[config.mk]
export PLATFORM = sky130hd
export DESIGN_NAME = range_bank_upd
export DESIGN_NICKNAME = d
export VERILOG_FILES = /design/src/rtl/range_mask_pkg.sv /design/src/rtl/onehot_check.sv /design/src/rtl/range_mask_gen.sv /design/src/rtl/masked_bank.sv /design/src/rtl/range_bank_upd.sv
export SDC_FILE = /design/constraint.sdc
export NUM_CORES = 1
export LEC_CHECK = 0
export BUFFER_PORTS_ARGS = -buffer_cell sky130_fd_sc_hd__buf_2
export CAP_MARGIN = 20
export CORE_MARGIN = 4
export CORE_UTILIZATION = 55
export DETAILED_ROUTE_END_ITERATION = 8
export GPL_TIMING_DRIVEN = 0
export HOLD_SLACK_MARGIN = 0.08
export PLACE_DENSITY = 0.79
export SLEW_MARGIN = 40
export SYNTH_ARGS = -nofsm -noshare
export SYNTH_HDL_FRONTEND = slang
export SYNTH_SLANG_ARGS = --single-unit
[constraint.sdc]
create_clock -name clk_i -period 3.15 [get_ports clk_i]
set_clock_uncertainty 0.2 [all_clocks]
set_input_delay 0.4725 -clock clk_i [delete_from_list [all_inputs] [get_ports clk_i]]
set_output_delay 0.4725 -clock clk_i [all_outputs]
set_load 0.005 [all_outputs]
[src/rtl/range_mask_pkg.sv]
package range_mask_pkg;
  // default bank width
  localparam int unsigned RB_DEF_W = 9;
  // index of the two markers in the marker array
  typedef enum logic {MK_START = 1'b0, MK_END = 1'b1} marker_e;
endpackage

[src/rtl/onehot_check.sv]
module onehot_check #(
  parameter int unsigned N = 9
) (
  input  logic [N-1:0] vec_i,
  output logic         ok_o
);
  logic nonzero;
  logic single;

  always_comb begin
    nonzero = |vec_i;
    // clearing the lowest set bit leaves zero only for a single bit
    single  = ((vec_i & (vec_i - N'(1))) == '0);
    ok_o    = nonzero && single;
  end
endmodule

[src/rtl/range_mask_gen.sv]
module range_mask_gen #(
  parameter int unsigned N = 9
) (
  input  logic [N-1:0] start_i,
  input  logic [N-1:0] end_i,
  input  logic         valid_i,
  output logic [N-1:0] mask_o
);
  logic         swap;
  logic [N-1:0] hi;
  logic [N-1:0] lo;
  logic [N-1:0] diff;

  always_comb begin
    swap   = (start_i < end_i);
    hi     = swap ? end_i   : start_i;
    lo     = swap ? start_i : end_i;
    // hi - lo sets bits [hi_pos-1 : lo_pos]; OR in hi to close the range
    diff   = hi - lo;
    mask_o = valid_i ? (diff | hi) : '0;
  end
endmodule

[src/rtl/masked_bank.sv]
module masked_bank #(
  parameter int unsigned N = 9
) (
  input  logic         clk_i,
  input  logic         rst_ni,
  input  logic         load_i,
  input  logic [N-1:0] en_i,
  input  logic [N-1:0] data_i,
  output logic [N-1:0] q_o
);
  logic [N-1:0] bit_q;

  for (genvar g = 0; g < N; g++) begin : g_lane
    always_ff @(posedge clk_i or negedge rst_ni) begin
      if (!rst_ni)                 bit_q[g] <= 1'b0;
      else if (load_i && en_i[g])  bit_q[g] <= data_i[g];
    end
  end

  assign q_o = bit_q;
endmodule

[src/rtl/range_bank_upd.sv]
module range_bank_upd
  import range_mask_pkg::*;
#(
  parameter int unsigned N = RB_DEF_W
) (
  input  logic         clk_i,
  input  logic         rst_ni,
  input  logic [N-1:0] start_i,
  input  logic [N-1:0] end_i,
  input  logic         load_i,
  input  logic [N-1:0] data_i,
  output logic [N-1:0] bank_o,
  output logic [N-1:0] mask_o,
  output logic         err_o
);
  localparam int unsigned NMK = 2;

  logic [N-1:0]   mk   [NMK];
  logic [NMK-1:0] mk_ok;
  logic           pair_ok;
  logic [N-1:0]   mask_d;
  logic [N-1:0]   mask_q;

  assign mk[MK_START] = start_i;
  assign mk[MK_END]   = end_i;

  for (genvar m = 0; m < NMK; m++) begin : g_chk
    onehot_check #(.N(N)) u_chk (
      .vec_i (mk[m]),
      .ok_o  (mk_ok[m])
    );
  end

  assign pair_ok = &mk_ok;
  assign err_o   = !pair_ok;

  range_mask_gen #(.N(N)) u_gen (
    .start_i (start_i),
    .end_i   (end_i),
    .valid_i (pair_ok),
    .mask_o  (mask_d)
  );

  masked_bank #(.N(N)) u_bank (
    .clk_i  (clk_i),
    .rst_ni (rst_ni),
    .load_i (load_i),
    .en_i   (mask_d),
    .data_i (data_i),
    .q_o    (bank_o)
  );

  always_ff @(posedge clk_i or negedge rst_ni) begin
    if (!rst_ni)     mask_q <= '0;
    else if (load_i) mask_q <= mask_d;
  end

  assign mask_o = mask_q;
endmodule

**Word-level counts from Yosys, hierarchy flattened**

Cells that the tools add are included.

- Bits in registers: 18
- Output and inout bits: 19
- Word-level logic and storage cells: 37

- $add $sub $neg: 3
- Magnitude comparators: 1
- Mux-type cells: 3
- Bitwise logic cells: 3
- Reduce and logical (&&, ||, !) cells: 17

Operators with widths:

| cell | number |
|---|---|
| $mux W9 | 3 |
| $and A9 B9 Y9 | 2 |
| $logic_not A9 Y1 | 2 |
| $reduce_or A9 Y1 | 2 |
| $sub A9 B1 Y9 const B | 2 |
| $logic_and A1 B1 Y1 | 11 |
| $lt A9 B9 Y1 | 1 |
| $or A9 B9 Y9 | 1 |
| $sub A9 B9 Y9 | 1 |
| $reduce_and A2 Y1 | 1 |
| $logic_not A1 Y1 | 1 |

**Logic depth before layout (Yosys ltp)**

- Depth after elaboration: 7
- Depth in mapped cells: 15
- Mapped depth without buffers: 12

**Cells and area by module**

From an unflattened synthesis, not the netlist that was laid out.

- Cells, all modules: 202
- Area, all modules: 1916.8 um^2

Modules (own cells, without submodules):

| module | times used | cells each | area each (um^2) | sequential area each (um^2) |
|---|---|---|---|---|
| range_mask_gen | 1 | 127 | 922.1 | 0.0 |
| masked_bank | 1 | 28 | 405.4 | 225.2 |
| range_bank_upd | 1 | 21 | 381.6 | 225.2 |
| onehot_check | 2 | 13 | 103.8 | 0.0 |

**Worst setup path before layout**

OpenSTA, ideal clock, no wires.

- Kind: input -> register
- Start: input end_i[4]
- End: register u_bank.bit_q[8] (netlist: u_bank.q_o[8])
- Setup time: 0.125 ns
- Data arrival time: 3.944 ns
- Data required time: 2.825 ns
- Slack: -1.119 ns
- Cell stages on the path: 15
- Buffers on the path: 3
- Path through: clkbuf_1 -> inv_1 -> ha_1 -> buf_6 -> a211o_1 -> a311oi_4 -> o21a_4 -> buf_4 -> a21oi_1 -> ha_1 -> a32o_1 -> o311ai_4 -> a21oi_2 -> or4b_4 -> mux2_4

- Cells in the longest elaborated chain, start to end: 7
- Elaborated cells between the ends (all ways): 13

Ends and longest elaborated chain:

| what | RTL line | RTL |
|---|---|---|
| from (decl) | range_bank_upd.sv:9 | `input logic [N-1:0] end_i,` |
| parallel branches: the longest is 5 deep, another holds $lt A9 B9 Y1 | - |  |
| $mux W9 * | range_mask_gen.sv:20 | `mask_o = valid_i ? (diff \| hi) : '0;` |
| $logic_and A1 B1 Y1 * | masked_bank.sv:16 | `else if (load_i && en_i[g]) bit_q[g] <= data_i[g];` |
| to (signal, indexed assignment) | masked_bank.sv:16 |  |
| to (decl) | masked_bank.sv:11 | `logic [N-1:0] bit_q;` |

Mark *: on every way between the ends.
A chain may end at the register's enable or synchronous reset.

**Worst setup path in the final report**

Same ends and word-level chain as after synthesis.

==> impl_metrics.tcl <==
set metrics [dict create \
    drt_pass1_iterations 6 \
    rows 21 \
    max_cap_violations 0 \
    busiest_layer "met2" \
    clockRootBuffer "clkbuf_8" \
    ys_seq_area_share_pct 21.9 \
    gp_congestion 0.857 \
    ir_drop_mv 0.350 \
    synthArstFlopShare_pct 100 \
    syn2layout_area_growth_pct 41.3 \
    synth_nets 286 \
    r2r-end "u_bank.q_o[5]" \
    startpoint "end_i[4]" \
    path_max_fanout 3 \
    crit_type "in2reg" \
    antenna_found_initial 0 \
    netlist_instances 247 \
    r2r-start "u_bank.q_o[5]" \
    vias 2345 \
    swShare_pct 36.9 \
    wl_per_cell_um 18.9 \
    post-route-period-util_pct 113 \
    die_x_um 69.2 \
    endpoint "u_bank.q_o[8]" \
    clock_path_buffers 2 \
    violations "negative setup slack" \
    final_cell_mix "buf_2 (37), buf_4 (25), nand2_1 (21)" \
    setup_viol 7 \
    hpwl_um 4330 \
    grt_pass1_vias 2114 \
    wl_um 6970 \
    endpoint_kind "flip-flop" \
    postSynthAreaPerCell_um2 8.34 \
    status "finished with violations" \
    io_pins 49 \
    synth-main-ff-cell "dfrtp_1" \
    total_power_uw 880 \
    setup_ws_ns -0.396 \
    nNetsFinal 362 \
    hold_class "in2reg" \
    clock_latency_ns 0.25 \
    power_switching_uw 325 \
    yosys_register_bits 18 \
    rr_worst_depth 4 \
    cp.arrival_ns 3.49 \
    worst_pin_slew_ns 0.537 \
    gr-usage-met2_pct 44.4 \
    sequentialPowerShare_pct 27.9 \
    antennaDiodeCount 0 \
    grt_max_degree 19 \
    fmax_ghz 0.282 \
    dpl_cell_area_um2 2390 \
    dieArea_um2 4790 \
    drtIter0Drc 253 \
    cellInternalPower_uw 555 \
    layout.cells.most_common "buf_2" \
    rrSetupSlack_ns 1.66 \
    grt_use_total_pct 26.4 \
    clock-sinks 18 \
    synth.distinct_cells 67 \
    p_per_area_nw_per_um2 302 \
    cp.required_ns 3.09 \
    initial_core_util_pct 59.4 \
    clk_pin_slew_worst_paths_ns 0.07 \
    die_y_um 69.2 \
    io_buffers 45 \
    drv_slew 0 \
    p_leak_nw 1.34 \
    combinationalPowerShare_pct 50.8 \
    tritoncts "built" \
    drtAntennaViolNets 0 \
    max_slew_margin_pct 63.2 \
    met3_usage_pct 5.94 \
    p_clk_share_pct 21.3 \
    hold_viol_final 0 \
    cts_htree_levels 1 \
    coreArea_um2 3470 \
    overflow 0 \
    synth_area_um2 2060 \
    rsz0062_at_grt "yes" \
    grt_pass1_wl_um 10500 \
    cts_made_buffers 3 \
    yosys_warnings 0 \
    via_per_inst 6.37 \
    grt_util_met1_pct 34.8 \
    stdcell_area_um2 2910 \
    drive_gt1_share_pct 43.2 \
    cp-start-kind "input pin" \
    drc 0 \
    period_needed_ns 3.55 \
    synth_edf_count 0 \
]
[critical path, stage by stage]
cell and delay [ns]:
clkbuf_16 0.13, inv_6 0.05, ha_4 0.20, a211o_1 0.31, a311oi_4 0.25, o21a_4 0.18, buf_8 0.10, a21oi_2 0.04
ha_2 0.18, a32o_2 0.29, o311ai_4 0.32, a21oi_2 0.09, or4b_4 0.57, mux2_4 0.31
[worst min path at each step]
| stage | startpoint | to | cells past startpoint |
|---|---|---|---|
| floorplan | rst_ni | mask_o[0] | 0 |
| global placement | rst_ni | u_bank.q_o[8] | 1 |
| detailed placement | rst_ni | u_bank.q_o[6] | 1 |
| CTS | data_i[1] | u_bank.q_o[1] | 2 |
| global route | data_i[0] | u_bank.q_o[0] | 2 |
| finish | data_i[1] | u_bank.q_o[1] | 2 |
[sequential cells by signal, indices dropped and copies added (netlist names)]
signal and cells:
u_bank.q_o 9, mask_o 9
[stage by stage]
step | hold slack, ns | util (%) | setup slack (ns) | setup TNS (ns) | instances
2_1_floorplan | -0.0231 | - | -0.872 | -4.02 | 247
3_3_place_gp | 0.215 | 69.0 | -1.07 | -8.37 | 338
3_5_place_dp | 0.217 | 69.0 | -1.08 | -8.57 | 338
4_1_cts | 0.238 | 79.4 | -0.334 | -0.707 | 359
5_1_grt | 0.243 | 83.9 | -0.451 | -2.13 | 368
6_report | 0.234 | 83.9 | -0.396 | -1.37 | 368
[cells by family (layout without fill, tap and decap cells)]
group	after synthesis	count (layout)	share of synthesized area (%)
adders and majority gates	9	9	5.46
AOI/OAI and AO/OA	75	75	29.9
buffers and inverters	33	108	8.01
and+or+nand+nor	91	91	24.0
muxes	16	16	8.56
xor gates and xnor gates	5	5	2.13
DFF	18	18	21.9
[synth_stat cells (4+ instances only)]
cell type	n	area, µm²
nand2_1	22	82.6
dfrtp_1	18	450
inv_1	18	67.6
nor2_1	18	67.6
a21oi_1	15	75.1
ha_1	9	113
mux2i_1	9	90.1
o21ai_0	9	45.0
nor3_1	8	40.0
nand3_1	5	25.0
and2_1	4	25.0
buf_4	4	30.0
clkbuf_1	4	15.0
nand2b_1	4	25.0
nand4_1	4	25.0
o21ai_1	4	20.0
o22ai_1	4	25.0
o31ai_1	4	30.0
or3_1	4	25.0
[layer usage]
layer	vias up	wire length, µm
li1	1072	-
met1	1102	2790
met2	142	3440
met3	29	526
met4	0	218
met5	-	0
[layout make-up]
cell class | instances | area, µm²
flip-flops and latches | 18 | 450
well taps | 46 | 57.6
inverters | 19 | 83.8
plain buffers | 13 | 159
clock buffers | 4 | 55.1
multi-input cells | 196 | 1620
fillers | 212 | 557
repair buffers | 72 | 488
[power by group through the flow]
| stage | registers, mW | clock network (mW) | logic, mW |
|---|---|---|---|
| final | 0.246 | 0.188 | 0.447 |
| after global routing | 0.246 | 0.199 | 0.477 |
| after CTS | 0.245 | 0.187 | 0.379 |
| after detailed placement | 0.250 | 0 | 0.318 |
| after global placement | 0.249 | 0 | 0.311 |
| after floorplan | 0.249 | 0 | 0.230 |
[timing repair]
action / CTS / global route
hold endpoints to repair: 18 / 0
hold buffers: 1 / 0
pin swaps: 12 / 10
gates cloned: 0 / 0
buffers inserted: 17 / 9
endpoints found under the setup margin: 14 / 13
resized for setup: 46 / 23
Power figures use the tool's default switching activity.
